[src/rtl/scan_pkg.sv]
package scan_pkg;
  // Control-to-datapath strobes, all qualified to count edges.
  typedef struct packed {
    logic restart;  // jump to the most significant digit
    logic advance;  // step to the next digit
    logic blank;    // force all selects low
  } scanCtl_t;
endpackage

[src/rtl/scan_ctrl.sv]
module scan_ctrl
  import scan_pkg::*;
#(
  parameter int SLOT_FULL  = 200,
  parameter int SLOT_SHORT = 20,
  parameter int DIGITS     = 5
) (
  input  logic     clk,
  input  logic     rstN,
  input  logic     wideMode,
  input  logic     overRange,
  input  logic     measEnd,
  input  logic     refStart,
  output scanCtl_t ctl,
  output logic     strobeN
);
  localparam int CW = $clog2(SLOT_FULL + 2);
  localparam int PW = $clog2(DIGITS + 1);

  logic          phase;
  logic          measReq, refReq;
  logic [CW-1:0] slotCnt;
  logic          longSlot;
  logic [PW-1:0] pending;
  logic          ovrHeld;
  logic          blankR;

  logic [CW-1:0] slotLen, slotEnd, strobePos;
  logic          measGo, refGo, slotLast, hit;

  always_comb begin
    slotLen   = wideMode ? CW'(SLOT_FULL) : CW'(SLOT_SHORT);
    slotEnd   = slotLen - CW'(1) + CW'(longSlot);
    strobePos = (slotLen >> 1) + CW'(longSlot);
    measGo    = phase && (measEnd || measReq);
    refGo     = phase && (refStart || refReq) && blankR && !measGo;
    slotLast  = (slotCnt == slotEnd);
    hit       = (pending != '0) && (slotCnt == strobePos);
    ctl.restart = measGo || refGo;
    ctl.advance = phase && !measGo && !refGo && slotLast;
    ctl.blank   = blankR;
  end

  always_ff @(posedge clk or negedge rstN) begin
    if (!rstN) begin
      phase    <= 1'b0;
      measReq  <= 1'b0;
      refReq   <= 1'b0;
      slotCnt  <= '0;
      longSlot <= 1'b0;
      pending  <= '0;
      ovrHeld  <= 1'b0;
      blankR   <= 1'b0;
      strobeN  <= 1'b1;
    end else begin
      phase   <= ~phase;
      strobeN <= !(!phase && hit);
      if (!phase) begin
        measReq <= measReq | measEnd;
        refReq  <= refReq | refStart;
      end else begin
        measReq <= 1'b0;
        refReq  <= 1'b0;
        if (measGo) begin
          slotCnt  <= '0;
          longSlot <= 1'b1;
          pending  <= PW'(DIGITS);
          ovrHeld  <= overRange;
          blankR   <= 1'b0;
        end else if (refGo) begin
          slotCnt  <= '0;
          longSlot <= 1'b0;
          blankR   <= 1'b0;
        end else begin
          if (hit) begin
            pending <= pending - PW'(1);
            if (pending == PW'(1) && ovrHeld) blankR <= 1'b1;
          end
          if (slotLast) begin
            slotCnt  <= '0;
            longSlot <= 1'b0;
          end else begin
            slotCnt <= slotCnt + CW'(1);
          end
        end
      end
    end
  end
endmodule

[src/rtl/scan_datapath.sv]
module scan_datapath
  import scan_pkg::*;
#(
  parameter int DIGITS = 5,
  parameter int BCD_W  = 4
) (
  input  logic                    clk,
  input  logic                    rstN,
  input  scanCtl_t                ctl,
  input  logic [DIGITS*BCD_W-1:0] digitsIn,
  output logic [DIGITS-1:0]       digitSel,
  output logic [BCD_W-1:0]        bcdOut
);
  localparam int IW    = $clog2(DIGITS);
  localparam int SLOTS = 1 << IW;

  logic [IW-1:0]    idx;
  logic [BCD_W-1:0] field [SLOTS];

  always_ff @(posedge clk or negedge rstN) begin
    if (!rstN) idx <= '0;
    else if (ctl.restart) idx <= '0;
    else if (ctl.advance) idx <= (idx == IW'(DIGITS - 1)) ? '0 : idx + IW'(1);
  end

  for (genvar g = 0; g < SLOTS; g++) begin : g_field
    if (g < DIGITS) begin : g_live
      assign field[g] = digitsIn[(DIGITS-1-g)*BCD_W +: BCD_W];
      assign digitSel[DIGITS-1-g] = !ctl.blank && (idx == IW'(g));
    end else begin : g_pad
      assign field[g] = '0;
    end
  end

  assign bcdOut = field[idx];
endmodule

[src/rtl/bcd_digit_scanner.sv]
module bcd_digit_scanner
  import scan_pkg::*;
#(
  parameter int SLOT_FULL  = 200,
  parameter int SLOT_SHORT = 20,
  parameter int DIGITS     = 5,
  parameter int BCD_W      = 4
) (
  input  logic                    clk,
  input  logic                    rstN,
  input  logic                    wideMode,
  input  logic [DIGITS*BCD_W-1:0] digitsIn,
  input  logic                    overRange,
  input  logic                    measEnd,
  input  logic                    refStart,
  output logic [DIGITS-1:0]       digitSel,
  output logic [BCD_W-1:0]        bcdOut,
  output logic                    strobeN
);
  scanCtl_t ctl;

  scan_ctrl #(.SLOT_FULL(SLOT_FULL), .SLOT_SHORT(SLOT_SHORT), .DIGITS(DIGITS)) u_ctrl (
    .clk(clk), .rstN(rstN), .wideMode(wideMode), .overRange(overRange),
    .measEnd(measEnd), .refStart(refStart), .ctl(ctl), .strobeN(strobeN)
  );

  scan_datapath #(.DIGITS(DIGITS), .BCD_W(BCD_W)) u_dp (
    .clk(clk), .rstN(rstN), .ctl(ctl), .digitsIn(digitsIn),
    .digitSel(digitSel), .bcdOut(bcdOut)
  );
endmodule

[config.mk]
export PLATFORM = sky130hd
export DESIGN_NAME = bcd_digit_scanner
export DESIGN_NICKNAME = d
export VERILOG_FILES = /design/src/rtl/scan_pkg.sv /design/src/rtl/scan_ctrl.sv /design/src/rtl/scan_datapath.sv /design/src/rtl/bcd_digit_scanner.sv
export SDC_FILE = /design/constraint.sdc
export NUM_CORES = 1
export LEC_CHECK = 0
export ABC_AREA = 0
export BUFFER_PORTS_ARGS = -buffer_cell sky130_fd_sc_hd__buf_4
export CORE_ASPECT_RATIO = 0.6
export CORE_MARGIN = 3
export CORE_UTILIZATION = 50
export CTS_CLUSTER_DIAMETER = 40
export DETAILED_ROUTE_END_ITERATION = 12
export GPL_TIMING_DRIVEN = 0
export HOLD_SLACK_MARGIN = 0.05
export MAX_ROUTING_LAYER = met4
export PLACE_DENSITY = 0.87
export RECOVER_POWER = 25
export SLEW_MARGIN = 20
export SYNTH_ARGS = -nofsm -noshare
export SYNTH_HDL_FRONTEND = slang
export SYNTH_SLANG_ARGS = --single-unit
[constraint.sdc]
create_clock -name clk -period 4.8 [get_ports clk]
set_input_delay 1.44 -clock clk [delete_from_list [all_inputs] [get_ports clk]]
set_output_delay 1.44 -clock clk [all_outputs]
set_load 0.02 [all_outputs]
==> results.md <==
* WL final at 3590 um
* Nets at 227
* Metal3 WL at 123 um
* Rows at 14
* Min Tclk post-route at 3.76 ns
* Initial DRT Pass Iterations at 6
* RePlAce Congestion at 0.882
* Min-Delay Path Class: flip-flop to flip-flop
* Highest routed layer: met4
* Sequential element share of the synthesized area at 36.9%
* DIE AREA at 3560 um^2
* Yosys warns at 0
* TritonCTS clock tree: yes
* Worst Reg-to-Reg Cells at 5
* Critical Path RT at 3.36 ns
* Vias in the first global route at 1228
* Final Hold Fails at 0
* Gate Count Post-Synth at 151
* DRT antenna net count at 0
* Fill count at 214
* Antenna diode count at 0
* Vias per inst at 5.70
* M1 WL at 1720 um
* Fmax at 266 MHz
* Leak pwr at 0.802 nW
* Worst Setup End Kind: output port
* Synth cell types at 42
* Max clock buf depth at 2
* # DRC at 0
* Slew @ Worst Pin at 1.11 ns
* Fin util at 68.0%
* Die Width at 75.0 um
* Maxcap violations at 0
* Tot GR Track Use at 23.5%
* Core area at 2610 um^2
* CTS sink cnt at 21
* Mean post-synth cell area at 9.46 um^2
* Antenna violations before repair at 0
* Flop-to-flop setup slack at 2.60 ns
* Hold buffers post-CTS at 0
* Max FO, Critical Path at 1
* TritonCTS buffer count at 3
* Synthesis-stage register bit count at 21
* Post-DP HPWL at 2910 um
* Layout Area Growth over Synthesis at 24.2%
* Number of I/O port buffers at 35
* Fin Setup TNS at 0 ns
* WS Path Type: input pin to output port
* Worst slew margin at 25.9%
* Initial core utilization at 54.7%
* Setup crit start kind: input pin
* # IOs at 36
* H-tree levels at 1
* WL per Instance at 16.2 um
* Fin crit share at 78.4%
* Power Dens Cells at 194 nW/um^2
* Routed met2 length at 1700 um
* WHS Path Cells at 2
* First-iteration detailed-routing DRC count at 65
* RSZ-0062 raised after global routing: false
* Placed Instances at 218
* Die height at 47.4 um
* Max-slew violations at 0
* Via count at 1266
* Resized Gates After CTS at 0
* Worst VDD drop at 0.103 mV
* Clock transition at path regs at 0.07 ns
* Post-Place Cell Area at 1730 um^2
* First-pass GRT wire length at 5910 um
* WP data arrival at 2.32 ns
* Largest net degree at the start of global routing at 22
* CTS root buffer: clkbuf_8
* Post-Syn Area at 1430 um^2
* Syn nets at 187
* Post-Layout Cell Count at 222
* GRT overflow at 0
* Postcts setup bufs at 0
* Power Total at 344 uW
* Final setup viols at 0
* Worst clock skew at 0.00166 ns
* Status: completed
* Final instance area at 1770 um^2
* Layout cells sized above 1 at 25.3%
* Worst skew pair latency at 0.26 ns
## cells in the mapped netlist
master | number | area share [%]
nand3b_1 | 1 | 0.53
nor3b_1 | 1 | 0.53
xnor2_1 | 1 | 0.61
and2_1 | 3 | 1.3
nor4_4 | 1 | 1.5
a211o_1 | 1 | 0.61
clkbuf_1 | 4 | 1.1
nor3_1 | 3 | 1.1
and3b_1 | 1 | 0.61
mux2_2 | 1 | 0.79
a21oi_1 | 1 | 0.35
or4_1 | 2 | 1.1
nor2_1 | 15 | 3.9
nand2_1 | 19 | 5.0
nand4_1 | 4 | 1.8
o21ai_1 | 1 | 0.35
nand2b_1 | 3 | 1.3
o22ai_1 | 1 | 0.44
or4b_1 | 2 | 1.4
mux2_1 | 2 | 1.6
nor4b_1 | 1 | 0.61
dfstp_2 | 1 | 1.8
o2bb2ai_1 | 2 | 1.2
mux4_2 | 4 | 6.3
and4_2 | 1 | 0.70
o21a_1 | 2 | 1.1
buf_6 | 1 | 0.79
xor2_1 | 8 | 4.9
and3_1 | 1 | 0.44
o2111ai_1 | 1 | 0.61
ha_1 | 10 | 8.8
nor2b_1 | 1 | 0.44
dfrtp_1 | 20 | 35
and4b_1 | 1 | 0.70
or2_2 | 1 | 0.44
nand3_1 | 8 | 2.8
inv_1 | 9 | 2.4
o21ai_0 | 6 | 2.1
o311ai_0 | 1 | 0.61
o211ai_1 | 1 | 0.53
or3_1 | 3 | 1.3
mux2i_1 | 1 | 0.70
## critical path, cell delays in order
cell and delay (ns):
buf_4 0.11, mux4_2 0.47, nand2_1 0.09, nand2_1 0.06
buf_4 0.15
## final cells by class
class | instances | area (um^2) | area share [%]
sequential | 21 | 527 | 29.7
clock inverter | 1 | 5.00 | 0.282
clock buffer | 3 | 41.3 | 2.33
inverter | 9 | 33.8 | 1.90
multi-input combinational | 116 | 842 | 47.5
tap | 32 | 40.0 | 2.26
buffer | 5 | 26.3 | 1.48
timing repair buffer | 35 | 259 | 14.6
## per-stage QoR
stage	hold WS (ns)	worst slack, ns
after floorplan	0.464	1.28
after global placement	0.487	1.07
after detailed placement	0.506	1.04
after CTS	0.525	1.04
after global routing	0.554	1.01
final	0.522	1.04
## power by group
group	switching, mW	internal [mW]
Clock	0.0587	0.0579
Combinational	0.0215	0.0236
Sequential	0.00269	0.180
Total	0.0829	0.261
## cells by family (layout without fill, tap and decap cells)
family	after synthesis	count (layout)	share of synthesized area [%]
simple gates	72	72	27.4
flops	21	21	36.9
compound gates	17	17	7.88
buf+inv	14	53	4.20
fa+ha+maj	10	10	8.76
xor+xnor	9	9	5.52
mux	8	8	9.37
## sequential cells by signal (all words and copies together), names as in the netlist
signal	count
u_dp.idx	3
u_ctrl.refReq	1
u_ctrl.longSlot	1
u_ctrl.phase	1
u_ctrl.blankR	1
u_ctrl.ovrHeld	1
u_ctrl.slotCnt	8
u_ctrl.measReq	1
u_ctrl.strobeN	1
u_ctrl.pending	3
## metal layers
metal  vias to the layer above  global-route usage [%]
li1                        611                       -
met1                       609                    30.3
met2                        33                    37.2
met3                        13                    5.66
met4                         0                    7.45
met5                         -                       -
## cell usage in the layout, fill, tap and decap left out, drive strengths merged, types with 4 or more instances in the layout
master,n
buf,35
clkbuf,8
dfrtp,20
ha,10
inv,9
mux4,4
nand2,19
nand3,8
nand4,4
nor2,15
o21ai,7
xor2,8
## worst paths after layout
| check | end | startpoint |
|---|---|---|
| worst max-delay path | bcdOut[1] | digitsIn[5] |
| min in group asynchronous | u_ctrl.slotCnt[4] | rstN |
| worst min-delay path | u_ctrl.measReq | u_ctrl.measReq |
| worst min register to register | u_ctrl.measReq | u_ctrl.measReq |
| max in group asynchronous | u_dp.idx[1] | rstN |
| worst max register to register | u_dp.idx[1] | u_ctrl.longSlot |
Power figures use the tool's default switching activity.
